===== src/rtl/uart_rxflag_pkg.sv =====
package uart_rxflag_pkg;

    localparam int unsigned DATA_W = 8;
    localparam int unsigned ADDR_W = 2;

    typedef enum logic [ADDR_W-1:0] {
        ADDR_STAT = 2'd0,
        ADDR_DATA = 2'd1,
        ADDR_TAG  = 2'd2
    } reg_addr_e;

    typedef struct packed {
        logic idle;
        logic ovr;
        logic nf;
        logic fe;
        logic pf;
    } rx_flags_t;

    localparam int unsigned FLAG_N = $bits(rx_flags_t);

    typedef struct packed {
        logic              perr;
        logic [DATA_W-1:0] data;
    } rx_word_t;

    localparam int unsigned WORD_W = $bits(rx_word_t);

    function automatic logic [DATA_W-1:0] pack_status(rx_flags_t f, logic ready);
        logic [DATA_W-1:0] s;
        s    = '0;
        s[0] = f.pf;
        s[1] = f.fe;
        s[2] = f.nf;
        s[3] = f.ovr;
        s[4] = f.idle;
        s[5] = ready;
        return s;
    endfunction

endpackage


===== src/rtl/rx_word_fifo.sv =====
module rx_word_fifo #(
    parameter int unsigned DEPTH  = 4,
    parameter int unsigned WORD_W = 9,
    localparam int unsigned PTR_W = (DEPTH > 1) ? $clog2(DEPTH) : 1,
    localparam int unsigned CNT_W = $clog2(DEPTH + 1)
) (
    input  logic              clk,
    input  logic              rst,
    input  logic              push,
    input  logic [WORD_W-1:0] push_word,
    input  logic              pop,
    output logic [WORD_W-1:0] head_word,
    output logic [CNT_W-1:0]  count,
    output logic              full,
    output logic              empty
);
    logic [WORD_W-1:0] mem [DEPTH];
    logic [PTR_W-1:0]  wr_ptr, rd_ptr;
    logic              do_push, do_pop;

    function automatic logic [PTR_W-1:0] step(logic [PTR_W-1:0] p);
        return (p == PTR_W'(DEPTH - 1)) ? '0 : p + 1'b1;
    endfunction

    assign full      = (count == CNT_W'(DEPTH));
    assign empty     = (count == '0);
    assign do_push   = push && !full;
    assign do_pop    = pop && !empty;
    assign head_word = mem[rd_ptr];

    always_ff @(posedge clk) begin
        if (do_push) mem[wr_ptr] <= push_word;
    end

    always_ff @(posedge clk) begin
        if (rst) begin
            wr_ptr <= '0;
            rd_ptr <= '0;
            count  <= '0;
        end else begin
            if (do_push) wr_ptr <= step(wr_ptr);
            if (do_pop)  rd_ptr <= step(rd_ptr);
            case ({do_push, do_pop})
                2'b10:   count <= count + 1'b1;
                2'b01:   count <= count - 1'b1;
                default: count <= count;
            endcase
        end
    end
endmodule


===== src/rtl/rx_char_judge.sv =====
module rx_char_judge
    import uart_rxflag_pkg::*;
(
    input  logic      char_done,
    input  logic      stop_bit,
    input  logic      noise_seen,
    input  logic      parity_bad,
    input  logic      parity_en,
    input  logic      brk_en,
    input  logic      brk_pending,
    input  logic      idle_det,
    input  logic      fifo_full,
    input  rx_flags_t cur,
    output logic      store,
    output logic      perr_tag,
    output rx_flags_t set_req
);
    logic dropping;

    always_comb begin
        set_req  = '0;
        store    = 1'b0;
        perr_tag = parity_en && !brk_en && parity_bad;
        dropping = cur.ovr || fifo_full || (brk_en && brk_pending);
        set_req.idle = idle_det && !cur.ovr;
        if (char_done && !cur.fe) begin
            if (dropping) begin
                set_req.ovr = 1'b1;
            end else begin
                store      = 1'b1;
                set_req.nf = noise_seen && !brk_en;
                set_req.fe = !stop_bit && !brk_en;
                set_req.pf = perr_tag;
            end
        end
    end
endmodule


===== src/rtl/rx_flag_bank.sv =====
module rx_flag_bank
    import uart_rxflag_pkg::*;
(
    input  logic      clk,
    input  logic      rst,
    input  rx_flags_t set_req,
    input  logic      stat_rd,
    input  logic      data_rd,
    output rx_flags_t flags
);
    logic [FLAG_N-1:0] flag_q, arm_q, clr_v;

    assign clr_v = data_rd ? arm_q : '0;
    assign flags = rx_flags_t'(flag_q);

    always_ff @(posedge clk) begin
        if (rst) begin
            flag_q <= '0;
            arm_q  <= '0;
        end else begin
            flag_q <= (flag_q & ~clr_v) | FLAG_N'(set_req);
            if (stat_rd)      arm_q <= flag_q;
            else if (data_rd) arm_q <= '0;
        end
    end
endmodule


===== src/rtl/uart_rx_status_ctrl.sv =====
module uart_rx_status_ctrl
    import uart_rxflag_pkg::*;
#(
    parameter int unsigned FIFO_DEPTH = 4,
    localparam int unsigned CNT_W = $clog2(FIFO_DEPTH + 1)
) (
    input  logic              clk,
    input  logic              rst,
    input  logic              char_done,
    input  logic [DATA_W-1:0] char_data,
    input  logic              stop_bit,
    input  logic              noise_seen,
    input  logic              parity_bad,
    input  logic              parity_en,
    input  logic              brk_en,
    input  logic              brk_pending,
    input  logic              idle_det,
    input  logic              rd_en,
    input  logic [ADDR_W-1:0] rd_addr,
    output logic [DATA_W-1:0] rd_data,
    output logic              data_ready,
    output logic              ovr_flag,
    output logic              noise_flag,
    output logic              frame_flag,
    output logic              parity_flag,
    output logic              idle_flag
);
    rx_flags_t       flags, set_req;
    rx_word_t        head, in_word;
    logic            store, perr_tag, full, empty, stat_rd, data_rd;
    logic [CNT_W-1:0] fill_cnt;

    assign stat_rd = rd_en && (rd_addr == ADDR_STAT);
    assign data_rd = rd_en && (rd_addr == ADDR_DATA);

    rx_char_judge judge_i (
        .char_done  (char_done),
        .stop_bit   (stop_bit),
        .noise_seen (noise_seen),
        .parity_bad (parity_bad),
        .parity_en  (parity_en),
        .brk_en     (brk_en),
        .brk_pending(brk_pending),
        .idle_det   (idle_det),
        .fifo_full  (full),
        .cur        (flags),
        .store      (store),
        .perr_tag   (perr_tag),
        .set_req    (set_req)
    );

    always_comb begin
        in_word.perr = perr_tag;
        in_word.data = char_data;
    end

    rx_word_fifo #(.DEPTH(FIFO_DEPTH), .WORD_W(WORD_W)) fifo_i (
        .clk      (clk),
        .rst      (rst),
        .push     (store),
        .push_word(in_word),
        .pop      (data_rd),
        .head_word(head),
        .count    (fill_cnt),
        .full     (full),
        .empty    (empty)
    );

    rx_flag_bank bank_i (
        .clk    (clk),
        .rst    (rst),
        .set_req(set_req),
        .stat_rd(stat_rd),
        .data_rd(data_rd),
        .flags  (flags)
    );

    assign data_ready  = !empty && !flags.ovr;
    assign ovr_flag    = flags.ovr;
    assign noise_flag  = flags.nf;
    assign frame_flag  = flags.fe;
    assign parity_flag = flags.pf;
    assign idle_flag   = flags.idle;

    always_comb begin
        unique case (rd_addr)
            ADDR_STAT: rd_data = pack_status(flags, data_ready);
            ADDR_DATA: rd_data = head.data;
            ADDR_TAG:  rd_data = {{(DATA_W-1){1'b0}}, head.perr && !empty};
            default:   rd_data = '0;
        endcase
    end
endmodule


===== config.mk =====
export PLATFORM = sky130hd
export DESIGN_NAME = uart_rx_status_ctrl
export DESIGN_NICKNAME = d
export VERILOG_FILES = /design/src/rtl/uart_rxflag_pkg.sv /design/src/rtl/rx_word_fifo.sv /design/src/rtl/rx_char_judge.sv /design/src/rtl/rx_flag_bank.sv /design/src/rtl/uart_rx_status_ctrl.sv
export SDC_FILE = /design/constraint.sdc
export NUM_CORES = 1
export LEC_CHECK = 0
export ABC_AREA = 1
export BUFFER_PORTS_ARGS = -buffer_cell sky130_fd_sc_hd__buf_4
export CAP_MARGIN = 20
export CELL_PAD_IN_SITES_DETAIL_PLACEMENT = 2
export CELL_PAD_IN_SITES_GLOBAL_PLACEMENT = 2
export CORE_UTILIZATION = 37
export CTS_BUF_LIST = sky130_fd_sc_hd__clkbuf_4 sky130_fd_sc_hd__clkbuf_8
export DETAILED_ROUTE_END_ITERATION = 12
export GPL_ROUTABILITY_DRIVEN = 0
export PLACE_DENSITY_LB_ADDON = 0.1
export SLEW_MARGIN = 10
export SYNTH_ARGS = -nofsm -noshare
export SYNTH_HDL_FRONTEND = slang
export SYNTH_SLANG_ARGS = --single-unit
export TNS_END_PERCENT = 30

===== constraint.sdc =====
create_clock -name clk -period 2.4 [get_ports clk]
set_input_delay 0.24 -clock clk [delete_from_list [all_inputs] [get_ports clk]]
set_output_delay 0.24 -clock clk [all_outputs]
set_load 0.005 [all_outputs]

==> results.yml <==
worst_setup_path:
  r2r_cells: 12
  regToRegEndpoint: "fifo_i.count[2]$_SDFFE_PP0P_"
  crit_start: "fifo_i.count[1]$_SDFFE_PP0P_"
  crit_path_cell_trace: "inv_1, nand3_2, nand3_4, ha_1, inv_1, fa_1, nor2_1, nor2_1, nand2_1, nand2_1, nand2_1, nor2_1"
  cp_max_fo: 9
  r2r_setup_slack_ns: 0.49
  required_ns: 2.60
  crit_end: "fifo_i.count[2]$_SDFFE_PP0P_"
  slowest_delay_ns: 0.39
  crit_type: "register to register"
  worstReg2RegStart: "fifo_i.count[1]$_SDFFE_PP0P_"
  crit_slowest_cell: "fa_1"
  arrival_ns: 2.11
  critPathCaptureType: "register"
  worst_setup_path_start_kind: "register"
clock_tree:
  clock_latency_ns: 0.30
  cts_setup_buffers: 0
  root_buffer: "clkbuf_8"
  clkTransAtPathRegs_ns: 0.10
  cts_resized: 0
  cts_tree: "yes"
  numCtsBuffers: 5
  cts_buffer_depth: 2
  cts_max_level: 2
  clock-sinks: 55
  cts_hold_buf: 0
global_routing:
  grt_pass1_wl_um: 10300
  grt_max_degree: 19
  grt_usage: 0.193
  grt_pass1_vias: 2036
  grt_overflow: 0
  antenna_found_initial: 0
sta:
  setup_viol: 0
  rsz0062_at_grt: "no"
  fin_crit_sh: 0.795
  tightest_slew_ns: 0.413
  max_slew_margin: 0.724
  hold_viol_final: 0
  fmax_mhz: 524
  min_period_ns: 1.91
  fin_worst_skew_ns: 0.00731
  setup_tns_ns: 0
  drv_slew: 0
run_status:
  status: "complete, no violations"
route:
  antenna_left: 0
  drc: 0
  drt_pre_antenna_iters: 4
  post_drt_wl_per_cell_um: 16.8
  routed_wl_um: 6210
  drt_iter0_markers: 24
  vias: 1845
  via_per_inst: 5.00
pwr:
  power_frac_clock: 0.277
  pwr_density_cell_nw_per_um2: 648
  leakage_nw: 1.17
  peakVddDrop_mv: 0.271
  switching_share: 0.259
  comb_power_share: 0.144
  p_switching_mw: 0.483
  p_seq_frac: 0.579
  internal_power_mw: 1.38
layout:
  area_growth_pct: 19.0
  nets: 319
  drive_gt1_frac: 0.223
  fin_util: 0.456
  insertedDiodeCount: 0
synth:
  synth_top_area_frac: 0.447
  synth_area_leader_cell: "edfxtp_1"
  seq_area_frac_synth: 0.604
  synth.area.top_cells: "edfxtp_1 (45%), dfxtp_1 (16%), nand2_1 (9.9%)"
  yosys_warnings: 0
  syn-num-nets: 277
  synth-seq-cells: 55
  netlist_instances: 249
  synth-edff-count: 36
  yosysUniqueCellTypes: 27
  netlist_area_um2: 2420
  synth_flop_cell: "edfxtp_1"
  ys_async_sr_fraction: 0
  syn_area_per_cell_um2: 9.72
floorplan:
  ios: 35
  rows: 29
  design.core.area_um2: 6310
  dieArea_um2: 6870
  die_h_um: 82.9
  die_x_um: 82.9
  start_util: 0.383
placed_design:
  io_buffers: 34
  place.detailed.hpwl_um: 4720
flow_run:
  maxCapViolations: 0
hold_path:
  hp-start: "char_data[7]"
  hold_class: "input port to register"
[critical path, delay by kind of cell (launching register included)]
kind / cells / cell delay, ns
flops: 1 / 0.32
fa+ha+maj: 2 / 0.55
simple gates: 8 / 0.72
buf+inv: 2 / 0.22
[area by class of cell]
cell class	instances	area, um2
clock buffers	6	76.3
well taps	77	96.3
repair buffers	40	300
inverters	24	95.1
multi-input cells	165	832
fillers	692	3430
clock inverters	2	17.5
flip-flops and latches	55	1460
[routing by layer]
layer | global-route usage | wire length (um) | up-vias
met4 | 0.0549 | 104 | 0
li1 | - | - | 909
met3 | 0.0298 | 124 | 7
met2 | 0.352 | 3290 | 21
met5 | 0 | 0 | -
met1 | 0.233 | 2700 | 908
[power by group through the flow]
stage | Clock, mW | Sequential (mW) | Combinational, mW
2_1_floorplan | 0 | 1.09 | 0.150
3_3_place_gp | 0 | 1.10 | 0.261
3_5_place_dp | 0 | 1.10 | 0.273
4_1_cts | 0.538 | 1.08 | 0.274
5_1_grt | 0.568 | 1.09 | 0.305
6_report | 0.517 | 1.08 | 0.268
[cells in the final DEF (no fill, tap or decap), drive strengths merged]
cell type / Yosys / final
buf: 4 / 40
fa: 1 / 1
dfxtp: 19 / 19
edfxtp: 36 / 36
nand2: 67 / 67
clkinv: 2 / 4
a31oi: 1 / 1
nand4: 4 / 4
clkbuf: 1 / 6
a21oi: 15 / 15
nor2: 33 / 33
ha: 6 / 6
nand3: 29 / 29
o21ai: 9 / 9
inv: 22 / 22
[kinds of logic (layout without fill, tap and decap cells)]
| logic type | count (synthesis) | in the layout | share of synthesized area |
|---|---|---|---|
| simple gates | 133 | 133 | 0.243 |
| flops | 55 | 55 | 0.604 |
| buf+inv | 29 | 72 | 0.0522 |
| compound gates | 25 | 25 | 0.0615 |
| fa+ha+maj | 7 | 7 | 0.0393 |
[synthesized netlist by cell type, types with 3 or more instances]
library cell / n
nand2_1: 64
edfxtp_1: 36
nor2_1: 30
nand3_1: 27
dfxtp_1: 19
inv_1: 19
a21oi_1: 11
ha_1: 6
o21ai_0: 6
nand4_1: 4
a21oi_2: 3
buf_4: 3
o21ai_1: 3
[stage by stage]
step           worst slack, ns  hold WS [ns]  cells  power, mW  cell area [um2]
4_1_cts                  0.456         0.125    369       1.89             2880
2_1_floorplan            0.696         0.339    249       1.24             2420
3_5_place_dp             0.374         0.449    361       1.38             2790
3_3_place_gp             0.478         0.440    361       1.36             2790
6_report                 0.491         0.131    369       1.87             2880
5_1_grt                  0.301         0.118    369       1.96             2880
[registers in the layout, indices dropped and copies added, names as in the netlist, named ones only]
name           count
fifo_i.mem        36
bank_i.arm_q       5
fifo_i.rd_ptr      2
fifo_i.count       3
bank_i.flags       5
fifo_i.wr_ptr      2
[worst min path at each step]
stage	end	slack [ns]	cells after the start
5_1_grt	fifo_i.mem[2][7]$_DFFE_PP_	0.12	1
6_report	fifo_i.mem[2][7]$_DFFE_PP_	0.13	1
3_3_place_gp	fifo_i.count[0]$_SDFFE_PP0P_	0.44	1
2_1_floorplan	fifo_i.mem[0][0]$_DFFE_PP_	0.34	0
4_1_cts	fifo_i.mem[0][6]$_DFFE_PP_	0.13	1
3_5_place_dp	fifo_i.mem[2][7]$_DFFE_PP_	0.45	1
No activity file was read; power rests on OpenSTA's default activity.
